==> src/rtl/eps_pkg.sv <==
package eps_pkg;
  typedef enum logic [2:0] {
    S_IDLE,
    S_LOAD,
    S_SETUP,
    S_PULSE,
    S_HOLD,
    S_READ,
    S_NEXT,
    S_FAIL
  } eps_state_e;
endpackage

==> src/rtl/eps_ms_tick.sv <==
module eps_ms_tick #(
  parameter int unsigned CYC = 1000
) (
  input  logic clk_i,
  input  logic rst_ni,
  input  logic clr_i,
  input  logic en_i,
  output logic tick_o
);
  localparam int unsigned CW = (CYC > 1) ? $clog2(CYC) : 1;
  localparam logic [CW-1:0] LAST = CW'(CYC - 1);

  logic [CW-1:0] cnt_q;

  assign tick_o = en_i && (cnt_q == LAST);

  always_ff @(posedge clk_i or negedge rst_ni) begin
    if (!rst_ni)           cnt_q <= '0;
    else if (clr_i || !en_i) cnt_q <= '0;
    else if (tick_o)       cnt_q <= '0;
    else                   cnt_q <= cnt_q + 1'b1;
  end
endmodule

==> src/rtl/eps_pulse_timer.sv <==
module eps_pulse_timer #(
  parameter int unsigned CYC  = 1000,
  parameter int unsigned MS_W = 6
) (
  input  logic            clk_i,
  input  logic            rst_ni,
  input  logic            load_i,
  input  logic [MS_W-1:0] ms_i,
  output logic            busy_o,
  output logic            done_o
);
  logic [MS_W-1:0] left_q;
  logic            tick;

  assign busy_o = (left_q != '0);
  // last tick of the final millisecond
  assign done_o = tick && (left_q == MS_W'(1));

  eps_ms_tick #(.CYC(CYC)) u_tick (
    .clk_i  (clk_i),
    .rst_ni (rst_ni),
    .clr_i  (load_i),
    .en_i   (busy_o),
    .tick_o (tick)
  );

  always_ff @(posedge clk_i or negedge rst_ni) begin
    if (!rst_ni)     left_q <= '0;
    else if (load_i) left_q <= ms_i;
    else if (tick)   left_q <= left_q - 1'b1;
  end
endmodule

==> src/rtl/eprom_pulse_seq.sv <==
module eprom_pulse_seq #(
  parameter int unsigned ADDR_W     = 16,
  parameter int unsigned DATA_W     = 8,
  parameter int unsigned CLK_HZ     = 100_000_000,
  parameter int unsigned TICK_SCALE = 1,
  parameter int unsigned MAX_TRIES  = 15,
  parameter int unsigned OVER_MULT  = 4,
  parameter int unsigned LEGACY_MS  = 50
) (
  input  logic              clk_i,
  input  logic              rst_ni,
  input  logic              start_i,
  input  logic              legacy_i,
  input  logic [ADDR_W-1:0] start_addr_i,
  input  logic [ADDR_W-1:0] end_addr_i,
  output logic [ADDR_W-1:0] buf_addr_o,
  input  logic [DATA_W-1:0] buf_data_i,
  output logic [ADDR_W-1:0] rom_addr_o,
  output logic [DATA_W-1:0] rom_data_o,
  input  logic [DATA_W-1:0] rom_data_i,
  output logic              rom_we_o,
  output logic              rom_oe_o,
  output logic              supply_hi_o,
  output logic              done_o,
  output logic              fail_o,
  output logic [ADDR_W-1:0] fail_addr_o
);
  import eps_pkg::*;

  localparam int unsigned MS_CYC  = (CLK_HZ / 1000 / TICK_SCALE > 0) ? CLK_HZ / 1000 / TICK_SCALE : 1;
  localparam int unsigned OVER_MX = OVER_MULT * MAX_TRIES;
  localparam int unsigned MS_MAX  = (OVER_MX > LEGACY_MS) ? OVER_MX : LEGACY_MS;
  localparam int unsigned MS_W    = $clog2(MS_MAX + 1);
  localparam int unsigned N_W     = $clog2(MAX_TRIES + 1);

  eps_state_e        state_q;
  logic [ADDR_W-1:0] addr_q, end_q, fail_addr_q;
  logic [DATA_W-1:0] data_q;
  logic [N_W-1:0]    n_q;
  logic              final_q, legacy_q, fail_q, done_q;
  logic [MS_W-1:0]   ms_sel;
  logic              tmr_load, tmr_busy, tmr_done, match;

  assign match    = (rom_data_i == data_q);
  assign tmr_load = (state_q == S_SETUP);

  always_comb begin
    if (legacy_q)     ms_sel = MS_W'(LEGACY_MS);
    else if (final_q) ms_sel = MS_W'(OVER_MULT * int'(n_q));
    else              ms_sel = MS_W'(1);
  end

  eps_pulse_timer #(.CYC(MS_CYC), .MS_W(MS_W)) u_timer (
    .clk_i  (clk_i),
    .rst_ni (rst_ni),
    .load_i (tmr_load),
    .ms_i   (ms_sel),
    .busy_o (tmr_busy),
    .done_o (tmr_done)
  );

  always_ff @(posedge clk_i or negedge rst_ni) begin
    if (!rst_ni) begin
      state_q     <= S_IDLE;
      addr_q      <= '0;
      end_q       <= '0;
      data_q      <= '0;
      n_q         <= '0;
      final_q     <= 1'b0;
      legacy_q    <= 1'b0;
      fail_q      <= 1'b0;
      fail_addr_q <= '0;
      done_q      <= 1'b0;
    end else begin
      done_q <= 1'b0;
      unique case (state_q)
        S_IDLE: if (start_i) begin
          addr_q   <= start_addr_i;
          end_q    <= end_addr_i;
          legacy_q <= legacy_i;
          final_q  <= legacy_i;   // legacy: one strobe then verify
          n_q      <= '0;
          fail_q   <= 1'b0;
          state_q  <= S_LOAD;
        end
        S_LOAD: begin
          data_q  <= buf_data_i;
          state_q <= S_SETUP;
        end
        S_SETUP: state_q <= S_PULSE;
        S_PULSE: if (tmr_done) begin
          if (!final_q) n_q <= n_q + 1'b1;
          state_q <= S_HOLD;
        end
        S_HOLD: state_q <= S_READ;
        S_READ: begin
          if (final_q)                   state_q <= match ? S_NEXT : S_FAIL;
          else if (match) begin
            final_q <= 1'b1;
            state_q <= S_SETUP;
          end
          else if (n_q == N_W'(MAX_TRIES)) state_q <= S_FAIL;
          else                           state_q <= S_SETUP;
        end
        S_NEXT: begin
          if (addr_q == end_q) begin
            done_q  <= 1'b1;
            state_q <= S_IDLE;
          end else begin
            addr_q  <= addr_q + 1'b1;
            n_q     <= '0;
            final_q <= legacy_q;
            state_q <= S_LOAD;
          end
        end
        S_FAIL: begin
          fail_q      <= 1'b1;
          fail_addr_q <= addr_q;
          done_q      <= 1'b1;
          state_q     <= S_IDLE;
        end
        default: state_q <= S_IDLE;
      endcase
    end
  end

  assign buf_addr_o  = addr_q;
  assign rom_addr_o  = addr_q;
  assign rom_data_o  = data_q;
  assign rom_we_o    = (state_q == S_PULSE) && tmr_busy;
  assign rom_oe_o    = (state_q == S_READ);
  assign supply_hi_o = (state_q != S_IDLE) && !legacy_q;
  assign done_o      = done_q;
  assign fail_o      = fail_q;
  assign fail_addr_o = fail_addr_q;
endmodule

==> config.mk <==
export PLATFORM = sky130hd
export DESIGN_NAME = eprom_pulse_seq
export DESIGN_NICKNAME = d
export VERILOG_FILES = /design/src/rtl/eps_pkg.sv /design/src/rtl/eps_ms_tick.sv /design/src/rtl/eps_pulse_timer.sv /design/src/rtl/eprom_pulse_seq.sv
export SDC_FILE = /design/constraint.sdc
export NUM_CORES = 1
export LEC_CHECK = 0
export BUFFER_PORTS_ARGS = -buffer_cell sky130_fd_sc_hd__buf_2
export CAP_MARGIN = 30
export CELL_PAD_IN_SITES_DETAIL_PLACEMENT = 1
export CELL_PAD_IN_SITES_GLOBAL_PLACEMENT = 2
export CORE_MARGIN = 3
export CORE_UTILIZATION = 35
export DETAILED_ROUTE_END_ITERATION = 10
export PLACE_DENSITY = 0.93
export SLEW_MARGIN = 5
export SYNTH_ARGS = -nofsm -noshare
export SYNTH_HDL_FRONTEND = slang
export SYNTH_SLANG_ARGS = --single-unit
==> constraint.sdc <==
create_clock -name clk_i -period 3.1 [get_ports clk_i]
set_clock_uncertainty 0.05 [all_clocks]
set_input_delay 0.31 -clock clk_i [delete_from_list [all_inputs] [get_ports clk_i]]
set_output_delay 0.31 -clock clk_i [all_outputs]
set_load 0.01 [all_outputs]
Word level (Yosys, flattened, before mapping)
Cells that the tools add are included.
- bits in latches: 0
- output and inout port bits: 61
- bits in registers: 90
- memory bits (read-only): 0
- memories: 0
- memory bits (writable): 0
- word-level logic and storage cells: 84
- reduce and logical (&&, ||, !) cells: 21
- divide/modulo/power cells: 0
- multiplexer cells: 31
- eq/ne operators: 16
- multiply operators: 0
- order comparisons: 0
- $add $sub $neg: 4
- shifts and indexed selects: 0
- bitwise logic cells: 0
- operators with widths (kind ; count):
    $mux 17 ; 2
    $mux 16 ; 2
    $pmux 16 s2 ; 1
    $mux 6 ; 4
    $pmux 3 s8 ; 1
    $add 17x1->17 const B ; 1
    $eq 17x17->1 const B ; 1
    $add 16x1->16 const B ; 1
    $eq 16x16->1 ; 1
    $mux 4 ; 4
    $mux 3 ; 5
    $eq 3x3->1 const B ; 4
    $pmux 4 s3 ; 1
    $reduce_bool 3->1 ; 3
    $eq 8x8->1 ; 1
    $mux 1 ; 8
    $ne 2x2->1 const B ; 4
    $eq 3x2->1 const B ; 2
    $eq 6x1->1 const B ; 1
    $reduce_and 2->1 ; 3
    $reduce_and 3->1 ; 2
    $reduce_bool 2->1 ; 3
    $reduce_bool 6->1 ; 1
    $sub 6x1->6 const B ; 1
    other kinds (10) ; 15

Logic depth before layout (Yosys ltp)
- word-level depth: 5
- gate-level depth with buffers: 8
- depth with buffers taken out: 6

Modules after synthesis
Synthesis repeated with hierarchy kept, for this count alone.
- cells, all modules: 509
- area, all modules: 4933.5 um^2
- by module, submodules not included (module ; seq. area each (um^2) ; area an instance (um^2) ; times used ; cells an instance):
    eprom_pulse_seq ; 1676.6 ; 3642.2 ; 1 ; 376
    eps_ms_tick ; 425.4 ; 897.1 ; 1 ; 92
    eps_pulse_timer ; 150.1 ; 394.1 ; 1 ; 41

Least setup slack after synthesis
OpenSTA, ideal clock, no wires.
- path kind: register -> register
- start: register addr_q[6] (netlist: buf_addr_o[6])
- end: register final_q
- path slack: 1296 ps
- data arrival time: 1619 ps
- clock period less this slack: 1804 ps
- path buffers: 2
- stages on the path, launching flop included: 8
- data required time: 2915 ps
- cell sequence: dfrtp_1 buf_2 xor2_1 nor4_2 nand4_2 buf_6 o21ai_1 o31ai_2
- cells in the longest elaborated chain, start to end: 3
- ends and longest elaborated chain (what ; line ; text):
    start, declared ; eprom_pulse_seq.sv:37 ; logic [ADDR_W-1:0] addr_q, end_q, fail_addr_q;
    start signal, assigned ; eprom_pulse_seq.sv:78 ; addr_q <= start_addr_i;
    start signal, assigned ; eprom_pulse_seq.sv:110 ; addr_q <= addr_q + 1'b1;
    $eq 16x16->1 ; eprom_pulse_seq.sv:106 ; if (addr_q == end_q) begin
    $ne 2x2->1 (no source line) ; - ;
    $reduce_and 3->1 (no source line) ; - ;
    end signal, assigned ; eprom_pulse_seq.sv:81 ; final_q <= legacy_i;
    end signal, assigned ; eprom_pulse_seq.sv:112 ; final_q <= legacy_q;
    end, declared ; eprom_pulse_seq.sv:40 ; logic final_q, legacy_q, fail_q, done_q;
Every way passes these cells.
A chain may end at the register's enable or synchronous reset.

Worst setup path in the final report
- start: register u_timer.left_q[0]
- end: output rom_we_o
- cells in the longest elaborated chain, start to end: 2
- ends and longest elaborated chain (what ; line ; text):
    start, declared ; eps_pulse_timer.sv:12 ; logic [MS_W-1:0] left_q;
    start signal, assigned ; eps_pulse_timer.sv:29 ; else if (load_i) left_q <= ms_i;
    start signal, assigned ; eps_pulse_timer.sv:30 ; else if (tick) left_q <= left_q - 1'b1;
    $reduce_bool 6->1 ; eps_pulse_timer.sv:15 ; assign busy_o = (left_q != '0);
    $logic_and 1x1->1 ; eprom_pulse_seq.sv:130 ; assign rom_we_o = (state_q == S_PULSE) && tmr_busy;
    end, declared ; eprom_pulse_seq.sv:21 ; output logic rom_we_o,
Every way passes these cells.

==> impl_summary.log <==
[metrics] run status: finished, final reports clean
[metrics] number of antenna violations at the first check in global routing: 0
[metrics] highest fanout seen on the critical path: 9
[metrics] unique cell type count in the Yosys netlist: 61
[metrics] average footprint of a synthesized cell: 10.0 sq um
[metrics] area growth from synthesis to final layout: 17.8%
[metrics] count of endpoints failing hold in the final timing report: 0
[metrics] sum of net half-perimeters after detailed placement: a little under 10000 microns
[metrics] IR drop worst, VDD: 389 uV
[metrics] cell type contributing the most total cell area after synthesis: dfrtp_1
[metrics] Reg clk slew, reported paths: roughly 0.06 ns
[metrics] CP Launch Type: flop
[metrics] worst slew margin relative to its limit: a little under three fifths
[metrics] number of DRC violations after detailed-routing iteration 0: 270
[metrics] starting density of the core: 36.6%
[metrics] detailed-route vias per instance: between 5 and 6
[metrics] number of flip-flops and latches in the synthesized netlist: 90
[metrics] aggregate routed wire length: ~13000 microns
[metrics] sequential cell area fraction in the yosys report: between 40 and 50%
[metrics] via total after detailed routing: about 4k
[metrics] I/O Pins: around 110
[metrics] Inserted Clock Buffers: 9
[metrics] Antenna Diode Count: 0
[metrics] number of enable-type register cells in the synthesized netlist: 0
[metrics] Row Count: 42
[metrics] top post-synthesis cells by area: dfrtp_1 (46%), nand2_1 (6.4%), xor2_1 (6.0%), mux2_2 (5.2%), buf_4 (2.9%)
[metrics] Core Box Area: 13500 sq um
[metrics] kind of path behind the tightest hold check: primary input to flop
[metrics] share of layout cells above drive strength 1: a little under a third
[metrics] power per cell area: 826 nW/um^2
[metrics] global router's overall resource usage: about 18%
[metrics] share of flip-flops with an asynchronous set or reset after synthesis: between 90% and 100%
[metrics] predominant post-synthesis flop cell: dfrtp_1
[metrics] buffer depth of the longest clock path: 2
[metrics] Syn. warnings: 0
[metrics] grt ovf: 0
[metrics] Syn Inst Count: roughly 500
[metrics] endpoint type of the worst setup path: output pin
[metrics] DR WL/cell: ~17 microns
[metrics] critical path start-end classification: flop to output pin
[metrics] Period minus WS final: 2.33 ns
[metrics] CTS tree: built
[metrics] die footprint: 15600 sq um
[metrics] Max Clk Rate: 0.430 GHz
[metrics] Req. time, crit path: about 2.7 ns
[metrics] die outline height: roughly 120 microns
[metrics] data arrival time of the critical path: around 2 ns
[metrics] largest net degree at the start of global routing: 50
[metrics] Sink Count: 90
[metrics] vias in the first global route: roughly 4.4k
[metrics] Total Neg Setup Slack: 0 ns
[metrics] RSZ-0062 raised after global routing: false
[metrics] total nets after synthesis: 550
[metrics] DRC violation count after routing: 0
[metrics] Resized cells post-CTS: 0
[metrics] post-synthesis instance area: between 4000 and 5000 sq um
[metrics] final critical-path share of the clock period: 75.0%
[metrics] wire length of the first global-routing pass: 22500 microns
[metrics] transition time at the pin with the least slew margin: between 0.6 and 0.7 ns
[metrics] cell at the root of the clock tree: clkbuf_16
[metrics] max-slew violations: 0
[metrics] CTS H-Tree Depth: 3
[metrics] Clk Latency, worst-skew pair: 0.34 ns
[metrics] number of optimization iterations in the first detailed-route pass: 4
[metrics] count of input and output buffers: about 110
[metrics] count of final setup violators: 0
[metrics] top-area cell type share of the netlist area: approximately 46%
[metrics] net total in the final layout: about 640
[metrics] count of antenna-violating nets left after detailed routing: 0
[metrics] Final GP Congestion: around 0.8
[metrics] leakage dissipation: roughly 2.7 nW
[metrics] worst hold margin: 0.105 ns
[metrics] max-cap viol count: 0
[metrics] width of the die: ~120 microns
==> routing by layer <==
| metal | GRT usage, % | share of wire, % | vias to the layer above |
|---|---|---|---|
| met4 | 5.93 | 1.2 | 0 |
| li1 | - | - | 1903 |
| met3 | 3.52 | 4.6 | 9 |
| met1 | 23.6 | 46 | 2006 |
| met2 | 28.8 | 49 | 86 |
| met5 | 0 | 0 | - |
==> Yosys cell counts (7+ instances only) <==
| cell type | instances |
|---|---|
| a21oi_1 | 9 |
| o21ai_0 | 11 |
| buf_2 | 9 |
| mux2_2 | 23 |
| nor2_1 | 36 |
| inv_1 | 8 |
| nand2_1 | 84 |
| nand4_1 | 12 |
| dfrtp_1 | 90 |
| buf_4 | 19 |
| and3_1 | 7 |
| xor2_1 | 34 |
| xnor2_1 | 10 |
| nand3_1 | 18 |
==> power breakdown <==
| part | total, W | switching [W] | leakage [nW] | internal, W |
|---|---|---|---|---|
| clock network | 0.00110 | 0.000459 | 0.149 | 0.000644 |
| logic | 0.00165 | 0.000920 | 1.44 | 0.000731 |
| registers | 0.00205 | 0.000542 | 1.16 | 0.00151 |
==> cells in the final DEF (no fill, tap or decap), types with 4 or more instances in the layout <==
cell	netlist	routed
or3_1	5	5
xnor2_1	10	10
buf_4	19	6
o21ai_0	11	11
a21oi_1	9	9
a22oi_1	4	4
nand4_1	12	12
nor3_2	4	4
xor2_1	34	34
and4_1	4	4
and3_1	7	7
o311ai_1	4	4
clkbuf_16	0	9
ha_1	6	6
nor3_1	6	6
o22ai_1	6	6
nand2_1	84	84
nor4_2	6	6
mux2i_1	5	5
nand2b_1	4	4
nor4_1	5	5
buf_2	9	111
inv_1	8	8
a31oi_1	4	4
dfrtp_1	90	90
mux2_2	23	23
nor2_1	36	36
nand3_1	18	18
==> layout make-up <==
cell class / count / area, sq um
fill: 1579 / 7680
sequential: 90 / 2250
clock inverter: 5 / 53.8
inverter: 8 / 30.0
multi-input combinational: 356 / 2410
clock buffer: 11 / 243
tap: 176 / 220
timing repair buffer: 118 / 611
==> final timing paths <==
path | startpoint | endpoint | slack (ns) | cells past startpoint
worst min-delay path | end_addr_i[12] | end_q[12]$_DFFE_PN0P_ | 0.11 | 3
max in group asynchronous | rst_ni | end_q[7]$_DFFE_PN0P_ | 1.75 | 3
worst max register to register | buf_addr_o[1]$_DFFE_PN0P_ | buf_addr_o[11]$_DFFE_PN0P_ | 0.80 | 5
worst min register to register | fail_o$_DFFE_PN0P_ | fail_o$_DFFE_PN0P_ | 0.44 | 2
min in group asynchronous | rst_ni | u_timer.u_tick.cnt_q[7]$_DFF_PN0_ | 0.49 | 2
worst max-delay path | u_timer.left_q[0]$_DFFE_PN0P_ | rom_we_o | 0.77 | 5
==> metrics by stage <==
step | total power, W | instance area (sq um) | worst slack, ns | util (%) | cells
2_1_floorplan | 0.00318 | 4940 | 1.30 | - | 492
3_3_place_gp | 0.00365 | 5510 | 0.850 | 40.8 | 747
3_5_place_dp | 0.00374 | 5510 | 0.791 | 40.8 | 747
4_1_cts | 0.00487 | 5820 | 0.757 | 43.1 | 764
5_1_grt | 0.00517 | 5820 | 0.612 | 43.1 | 764
6_report | 0.00481 | 5820 | 0.774 | 43.1 | 764
==> registers in the layout (all words and copies together) (netlist names) <==
register	count
buf_addr_o	16
done_o	1
end_q	16
fail_addr_o	16
fail_o	1
final_q	1
legacy_q	1
n_q	4
rom_data_o	8
state_q	3
u_timer.left_q	6
u_timer.u_tick.cnt_q	17
==> cell families (layout without fill, tap and decap cells) <==
logic type / after synthesis / after routing / synth area share [%]
compound gates: 61 / 61 / 8.84
xor+xnor: 44 / 44 / 7.80
fa+ha+maj: 6 / 6 / 1.52
buf+inv: 46 / 142 / 5.62
flops: 90 / 90 / 45.6
mux: 28 / 28 / 6.25
simple gates: 217 / 217 / 24.4
==> critical path: stages, from the launching register on <==
cell and delay (ns):
dfrtp_1 0.44, inv_1 0.16, ha_1 0.32, and2_1 0.45, nor2_1 0.10, buf_2 0.16
==> timing repair <==
action / 4_1_cts / 5_1_grt
buffers inserted: 0 / 0
hold endpoints to repair: 47 / 0
hold buffers: 1 / 0
Note: power is estimated with default switching activity, not from simulation.
